==> src/rtl/mbx_pkg.sv <==
package mbx_pkg;
   typedef enum logic [1:0] {
      WIN_NONE = 2'd0,
      WIN_SET  = 2'd1,
      WIN_CLR  = 2'd2
   } mbx_win_e;

   function automatic logic addr_in(input logic [31:0] a, input logic [31:0] lo,
                                    input logic [31:0] hi);
      return (a >= lo) && (a < hi);
   endfunction
endpackage

==> src/rtl/mbx_decode.sv <==
module mbx_decode
   import mbx_pkg::*;
#(
   parameter int ADDR_W   = 12,
   parameter int NBOX     = 16,
   parameter int IDX_W    = 4,
   parameter int SET_BASE = 128
) (
   input  logic              acc_valid,
   input  logic              acc_write,
   input  logic [ADDR_W-1:0] acc_addr,
   output logic [NBOX-1:0]   set_hit,
   output logic [NBOX-1:0]   clr_hit,
   output logic              rd_hit,
   output logic [IDX_W-1:0]  rd_idx
);
   localparam logic [31:0] SET_LO = 32'(SET_BASE);
   localparam logic [31:0] CLR_LO = SET_LO + 32'(4 * NBOX);
   localparam logic [31:0] WIN_HI = CLR_LO + 32'(4 * NBOX);

   logic [31:0]    a32;
   logic [31:0]    offs;
   mbx_win_e       win;
   logic [IDX_W-1:0] idx;

   assign a32 = 32'(acc_addr);

   always_comb begin
      win  = WIN_NONE;
      offs = '0;
      if (a32[1:0] == 2'b00) begin
         if (addr_in(a32, SET_LO, CLR_LO)) begin
            win  = WIN_SET;
            offs = a32 - SET_LO;
         end else if (addr_in(a32, CLR_LO, WIN_HI)) begin
            win  = WIN_CLR;
            offs = a32 - CLR_LO;
         end
      end
   end

   assign idx = offs[IDX_W+1:2];

   always_comb begin
      set_hit = '0;
      clr_hit = '0;
      if (acc_valid && acc_write) begin
         if (win == WIN_SET) set_hit[idx] = 1'b1;
         if (win == WIN_CLR) clr_hit[idx] = 1'b1;
      end
   end

   assign rd_hit = acc_valid && !acc_write && (win == WIN_CLR);
   assign rd_idx = idx;
endmodule

==> src/rtl/mbx_cell.sv <==
module mbx_cell #(
   parameter int DATA_W = 32
) (
   input  logic              clk,
   input  logic              rst_n,
   input  logic              set_en,
   input  logic              clr_en,
   input  logic [DATA_W-1:0] wdata,
   output logic [DATA_W-1:0] value,
   output logic              pending
);
   always_ff @(posedge clk) begin
      if (!rst_n)      value <= '0;
      else if (set_en) value <= value | wdata;
      else if (clr_en) value <= value & ~wdata;
   end

   assign pending = |value;

   AST_SET_HOLDS_BITS: assert property (@(posedge clk) disable iff (!rst_n)
      set_en |=> ((value & $past(wdata)) == $past(wdata)));
   AST_CLR_DROPS_BITS: assert property (@(posedge clk) disable iff (!rst_n)
      (clr_en && !set_en) |=> ((value & $past(wdata)) == '0));
   AST_NONZERO_SET_PENDS: assert property (@(posedge clk) disable iff (!rst_n)
      (set_en && (wdata != '0)) |=> pending);
   AST_ZERO_WRITE_STABLE: assert property (@(posedge clk) disable iff (!rst_n)
      ((set_en || clr_en) && (wdata == '0)) |=> $stable(value));
   AST_IDLE_KEEPS: assert property (@(posedge clk) disable iff (!rst_n)
      (!set_en && !clr_en) |=> $stable(value));
endmodule

==> src/rtl/mbx_rdmux.sv <==
module mbx_rdmux #(
   parameter int DATA_W = 32,
   parameter int NBOX   = 16,
   parameter int IDX_W  = 4
) (
   input  logic [NBOX-1:0][DATA_W-1:0] values,
   input  logic                        rd_hit,
   input  logic [IDX_W-1:0]            rd_idx,
   output logic [DATA_W-1:0]           rdata
);
   always_comb begin
      rdata = '0;
      for (int k = 0; k < NBOX; k++) begin
         if (rd_hit && (rd_idx == IDX_W'(k))) rdata = values[k];
      end
   end
endmodule

==> src/rtl/mbx_bank.sv <==
module mbx_bank #(
   parameter int NUM_CORES    = 4,
   parameter int BOX_PER_CORE = 4,
   parameter int DATA_W       = 32,
   parameter int ADDR_W       = 12,
   parameter int SET_BASE     = 128,
   parameter bit RD_PIPE      = 1'b1,
   localparam int NBOX        = NUM_CORES * BOX_PER_CORE
) (
   input  logic              clk,
   input  logic              rst_n,
   input  logic              acc_valid,
   input  logic              acc_write,
   input  logic [ADDR_W-1:0] acc_addr,
   input  logic [DATA_W-1:0] acc_wdata,
   output logic [DATA_W-1:0] rd_data,
   output logic [NBOX-1:0]   box_pending
);
   localparam int IDX_W    = (NBOX > 1) ? $clog2(NBOX) : 1;
   localparam int SPAN_END = SET_BASE + 8 * NBOX;

   if (SET_BASE % 4 != 0) begin : g_bad_base
      $error("mbx_bank: SET_BASE must be word aligned");
   end
   if (SPAN_END > (1 << ADDR_W)) begin : g_bad_addr
      $error("mbx_bank: ADDR_W too narrow for both windows");
   end
   if (NBOX < 1 || DATA_W < 1) begin : g_bad_size
      $error("mbx_bank: need at least one mailbox bit");
   end

   logic [NBOX-1:0]             set_hit;
   logic [NBOX-1:0]             clr_hit;
   logic                        rd_hit;
   logic [IDX_W-1:0]            rd_idx;
   logic [NBOX-1:0][DATA_W-1:0] box_val;
   logic [DATA_W-1:0]           mux_out;

   mbx_decode #(
      .ADDR_W(ADDR_W), .NBOX(NBOX), .IDX_W(IDX_W), .SET_BASE(SET_BASE)
   ) u_decode (
      .acc_valid(acc_valid), .acc_write(acc_write), .acc_addr(acc_addr),
      .set_hit(set_hit), .clr_hit(clr_hit), .rd_hit(rd_hit), .rd_idx(rd_idx)
   );

   for (genvar g = 0; g < NBOX; g++) begin : g_box
      mbx_cell #(.DATA_W(DATA_W)) u_cell (
         .clk(clk), .rst_n(rst_n),
         .set_en(set_hit[g]), .clr_en(clr_hit[g]), .wdata(acc_wdata),
         .value(box_val[g]), .pending(box_pending[g])
      );
   end

   mbx_rdmux #(.DATA_W(DATA_W), .NBOX(NBOX), .IDX_W(IDX_W)) u_rdmux (
      .values(box_val), .rd_hit(rd_hit), .rd_idx(rd_idx), .rdata(mux_out)
   );

   if (RD_PIPE) begin : g_rd_reg
      always_ff @(posedge clk) begin
         if (!rst_n) rd_data <= '0;
         else        rd_data <= mux_out;
      end
      AST_NO_READ_ZERO: assert property (@(posedge clk) disable iff (!rst_n)
         !rd_hit |=> (rd_data == '0));
   end else begin : g_rd_comb
      assign rd_data = mux_out;
   end

   AST_ONE_TARGET: assert property (@(posedge clk) disable iff (!rst_n)
      $onehot0({set_hit, clr_hit}));
   AST_NO_WRITE_ON_READ: assert property (@(posedge clk) disable iff (!rst_n)
      !(acc_valid && acc_write) |=> $stable(box_pending));
endmodule

==> config.mk <==
export PLATFORM = sky130hd
export DESIGN_NAME = mbx_bank
export DESIGN_NICKNAME = d
export VERILOG_FILES = /design/src/rtl/mbx_pkg.sv /design/src/rtl/mbx_decode.sv /design/src/rtl/mbx_cell.sv /design/src/rtl/mbx_rdmux.sv /design/src/rtl/mbx_bank.sv
export SDC_FILE = /design/constraint.sdc
export NUM_CORES = 1
export LEC_CHECK = 0
export BUFFER_PORTS_ARGS = -buffer_cell sky130_fd_sc_hd__buf_2
export CAP_MARGIN = 20
export CELL_PAD_IN_SITES_DETAIL_PLACEMENT = 1
export CELL_PAD_IN_SITES_GLOBAL_PLACEMENT = 1
export CORE_ASPECT_RATIO = 0.9
export CORE_MARGIN = 5
export CORE_UTILIZATION = 29
export CTS_CLUSTER_SIZE = 30
export DETAILED_ROUTE_END_ITERATION = 12
export HOLD_SLACK_MARGIN = 0.1
export PLACE_DENSITY_LB_ADDON = 0.1
export REMOVE_ABC_BUFFERS = 1
export SYNTH_ARGS = -nofsm -noshare
export SYNTH_HDL_FRONTEND = slang
export SYNTH_SLANG_ARGS = --single-unit
==> constraint.sdc <==
create_clock -name clk -period 5.3 [get_ports clk]
set_input_delay 0.795 -clock clk [delete_from_list [all_inputs] [get_ports clk]]
set_output_delay 0.795 -clock clk [all_outputs]
set_load 0.03 [all_outputs]
==> flow_metrics.py <==
metrics = {
    "run_status": {
        "outcome": "completed",
    },
    "clock_tree": {
        "cts.repair.resized": 0,
        "htree_num_levels": 3,
        "clock_tree_root_buffer_cell": "sky130_fd_sc_hd__clkbuf_16",
        "cts_buffer_depth": 3,
        "ctsHoldBuffers": 0,
        "tritoncts_clock_tree": "built",
        "worstSkewPairLatency_ns": 0.62,
        "worst_path_clk_slew_ns": 0.06,
        "post-cts-setup-buffers": 0,
        "number_of_buffers_created_by_cts": 68,
        "clock-sinks": 544,
    },
    "yosys": {
        "seq_area_frac_synth_pct": 38.9,
        "post_synth_inst_count": 3380,
        "synth.largest_area_cell": "sky130_fd_sc_hd__dfxtp_1",
        "yosysMostFrequentCell": "sky130_fd_sc_hd__a21oi_1",
        "synth-warning-count": 0,
        "most_numerous_cell_types_in_the_synthesized_netlist": "sky130_fd_sc_hd__a21oi_1 (571), sky130_fd_sc_hd__dfxtp_1 (544), sky130_fd_sc_hd__nand3_1 (523)",
        "synth_enable_flop_cells": 0,
        "synthesis.area_sq_um": 28000,
        "synthDistinctLibCells": 74,
        "synth-seq-cells": 544,
        "yosys-top-cells-area": "sky130_fd_sc_hd__dfxtp_1 (39%), sky130_fd_sc_hd__and3b_1 (16%), sky130_fd_sc_hd__a21oi_1 (10%), sky130_fd_sc_hd__nand3_1 (9.3%), sky130_fd_sc_hd__clkbuf_1 (3.7%)",
        "post_synth.cell_area_avg_sq_um": 8.29,
        "synth-main-ff-cell": "sky130_fd_sc_hd__dfxtp_1",
        "async_set_or_reset_flop_fraction_in_the_synthesized_netlist_pct": 0,
        "yosysTopAreaCellShare_pct": 38.9,
    },
    "critical_path": {
        "critPathCaptureType": "flop",
        "critical_path.startpoint_type": "input port",
        "crit_path_max_fanout": 15,
        "crit_arrival_ns": 4.62,
        "worstPathRequired_ns": 5.73,
        "setup.worst_path.class": "input port to flop",
    },
    "power": {
        "power_mw": 9.31,
        "static-leakage-power_nw": 13.0,
        "worst_ir_drop_vdd_uv": 172,
        "cellPowerDensity_nw_per_um2": 296,
    },
    "drt": {
        "routed_wire_length_per_instance_um": 27.8,
        "route.final.wire_length_mm": 126,
        "first_iter_violations": 1925,
        "detail_route_antenna_nets": 0,
        "number_of_search_and_repair_iterations_in_the_first_detailed_routing_pass": 5,
        "drc": 0,
        "vias": 27300,
        "number_of_vias_per_cell": 6.02,
    },
    "final_layout": {
        "final_nets": 3277,
        "finish.instance_area_sq_um": 31400,
        "layout-drive-gt1-share_pct": 10.9,
        "area.growth.synth_to_final_pct": 12.1,
        "finish.utilization_pct": 32.7,
    },
    "timing": {
        "worst_case_headroom_to_the_max_slew_limit_pct": 26.4,
        "rsz0062_at_grt": "false",
        "report.final.slew_viol_count": 0,
        "finalHoldViolCount": 0,
        "worst_pin_slew_ns": 1.10,
        "setup-tns-final_ns": 0,
        "finalSetupViolations": 0,
        "layout_min_cycle_time_ns": 4.19,
        "layout_worst_path_cycle_share_pct": 79.0,
        "fmaxAchievable_ghz": 0.239,
        "finClkSkew_ns": 0.0124,
    },
    "die": {
        "die_h_um": 305,
        "floorplan.die_area_sq_um": 103000,
        "fp.coreArea_sq_um": 96200,
        "pin_count": 96,
        "rows": 108,
        "die_width_um": 338,
        "start_util_pct": 29.1,
    },
    "placement": {
        "buffer_ports.inserted": 95,
        "place_area_sq_um": 29200,
        "dp_hpwl_mm": 87.2,
        "routabilityCongestion": 0.849,
    },
    "global_routing": {
        "grt_most_used_layer": "met2",
        "grt_util_met2_pct": 37.7,
        "number_of_global_route_vias_before_repair": 27100,
        "grt.met3_usage_pct": 2.81,
        "globalRouteTotalUtil_pct": 23.6,
        "groute.layer.met1.usage_pct": 33.8,
        "antenna_found_initial": 7,
        "grt.overflow.total": 0,
        "grt_pass1_wl_mm": 187,
        "grt_start_max_net_pins": 139,
    },
    "job": {
        "max-cap-violations": 0,
    },
    "min_path": {
        "hold_class": "flop to flop",
    },
}
[critical path: stages]
cell and delay [ns]:
sky130_fd_sc_hd__buf_2 0.11, sky130_fd_sc_hd__or4_1 0.99, sky130_fd_sc_hd__nor4_2 0.85, sky130_fd_sc_hd__nand2_1 0.60, sky130_fd_sc_hd__o22ai_1 0.51, sky130_fd_sc_hd__a2111oi_0 0.21
sky130_fd_sc_hd__nor2_1 0.34, sky130_fd_sc_hd__a31oi_1 0.18
[per-stage QoR]
step,instances,hold WS [ns],setup WS [ns]
after detailed placement,4424,0.495,0.446
after floorplan,2978,0.449,-9.83
after CTS,4538,0.509,1.10
after global routing,4538,0.539,1.05
final,4539,0.511,1.11
after global placement,4422,0.487,0.432
[path summary, 6_finish.rpt]
path,cells past startpoint,startpoint,endpoint,slack [ns]
worst min-delay path,2,flop,rd_data[16]$_SDFF_PN0_,0.51
worst max-delay path,8,acc_addr[8],rd_data[3]$_SDFF_PN0_,1.11
worst max register to register,6,flop,rd_data[15]$_SDFF_PN0_,2.84
worst min register to register,2,flop,rd_data[16]$_SDFF_PN0_,0.51
[cell usage in the layout, fill, tap and decap left out, types with 77 or more instances in the layout]
cell                      synthesis  final
sky130_fd_sc_hd__nand2_1         85     85
sky130_fd_sc_hd__nor2_1          84     80
sky130_fd_sc_hd__o21ai_0         86     86
sky130_fd_sc_hd__buf_4           22     77
sky130_fd_sc_hd__buf_2           96     93
sky130_fd_sc_hd__nand3_1        523    523
sky130_fd_sc_hd__nor4_1         138    136
sky130_fd_sc_hd__dfxtp_1        544    544
sky130_fd_sc_hd__a21oi_1        571    571
sky130_fd_sc_hd__and3b_1        512    512
[layer usage]
metal / vias up / part of all wire (%)
met5: - / 0.010
met4: 2 / 2.8
met3: 178 / 4.3
met2: 635 / 46
met1: 14200 / 47
li1: 12300 / -
[cells by family after synthesis]
logic type | count (synthesis) | share of synthesized area, %
AND/OR/NAND/NOR | 1513 | 35.3
AO/OA/AOI/OAI | 878 | 18.1
flip-flops | 544 | 38.9
buffers and inverters | 407 | 6.39
multiplexers | 38 | 1.38
[layout make-up]
type / instances / area (sq um)
Antenna cell: 1 / 2.50
Clock buffer: 98 / 1990
Clock inverter: 16 / 211
Fill cell: 11200 / 64800
Inverter: 5 / 18.8
Multi-Input combinational cell: 2429 / 15500
Sequential cell: 544 / 10900
Tap cell: 1265 / 1580
Timing Repair Buffer: 181 / 1270
[power breakdown]
part | internal, mW | total, mW | switching, mW | leakage, nW
Clock | 2.84 | 4.77 | 1.93 | 1.08
Sequential | 4.09 | 4.09 | 0.000258 | 4.38
Combinational | 0.0687 | 0.450 | 0.381 | 7.52
Total | 6.99 | 9.31 | 2.32 | 13.0
Power figures use the tool's default switching activity.
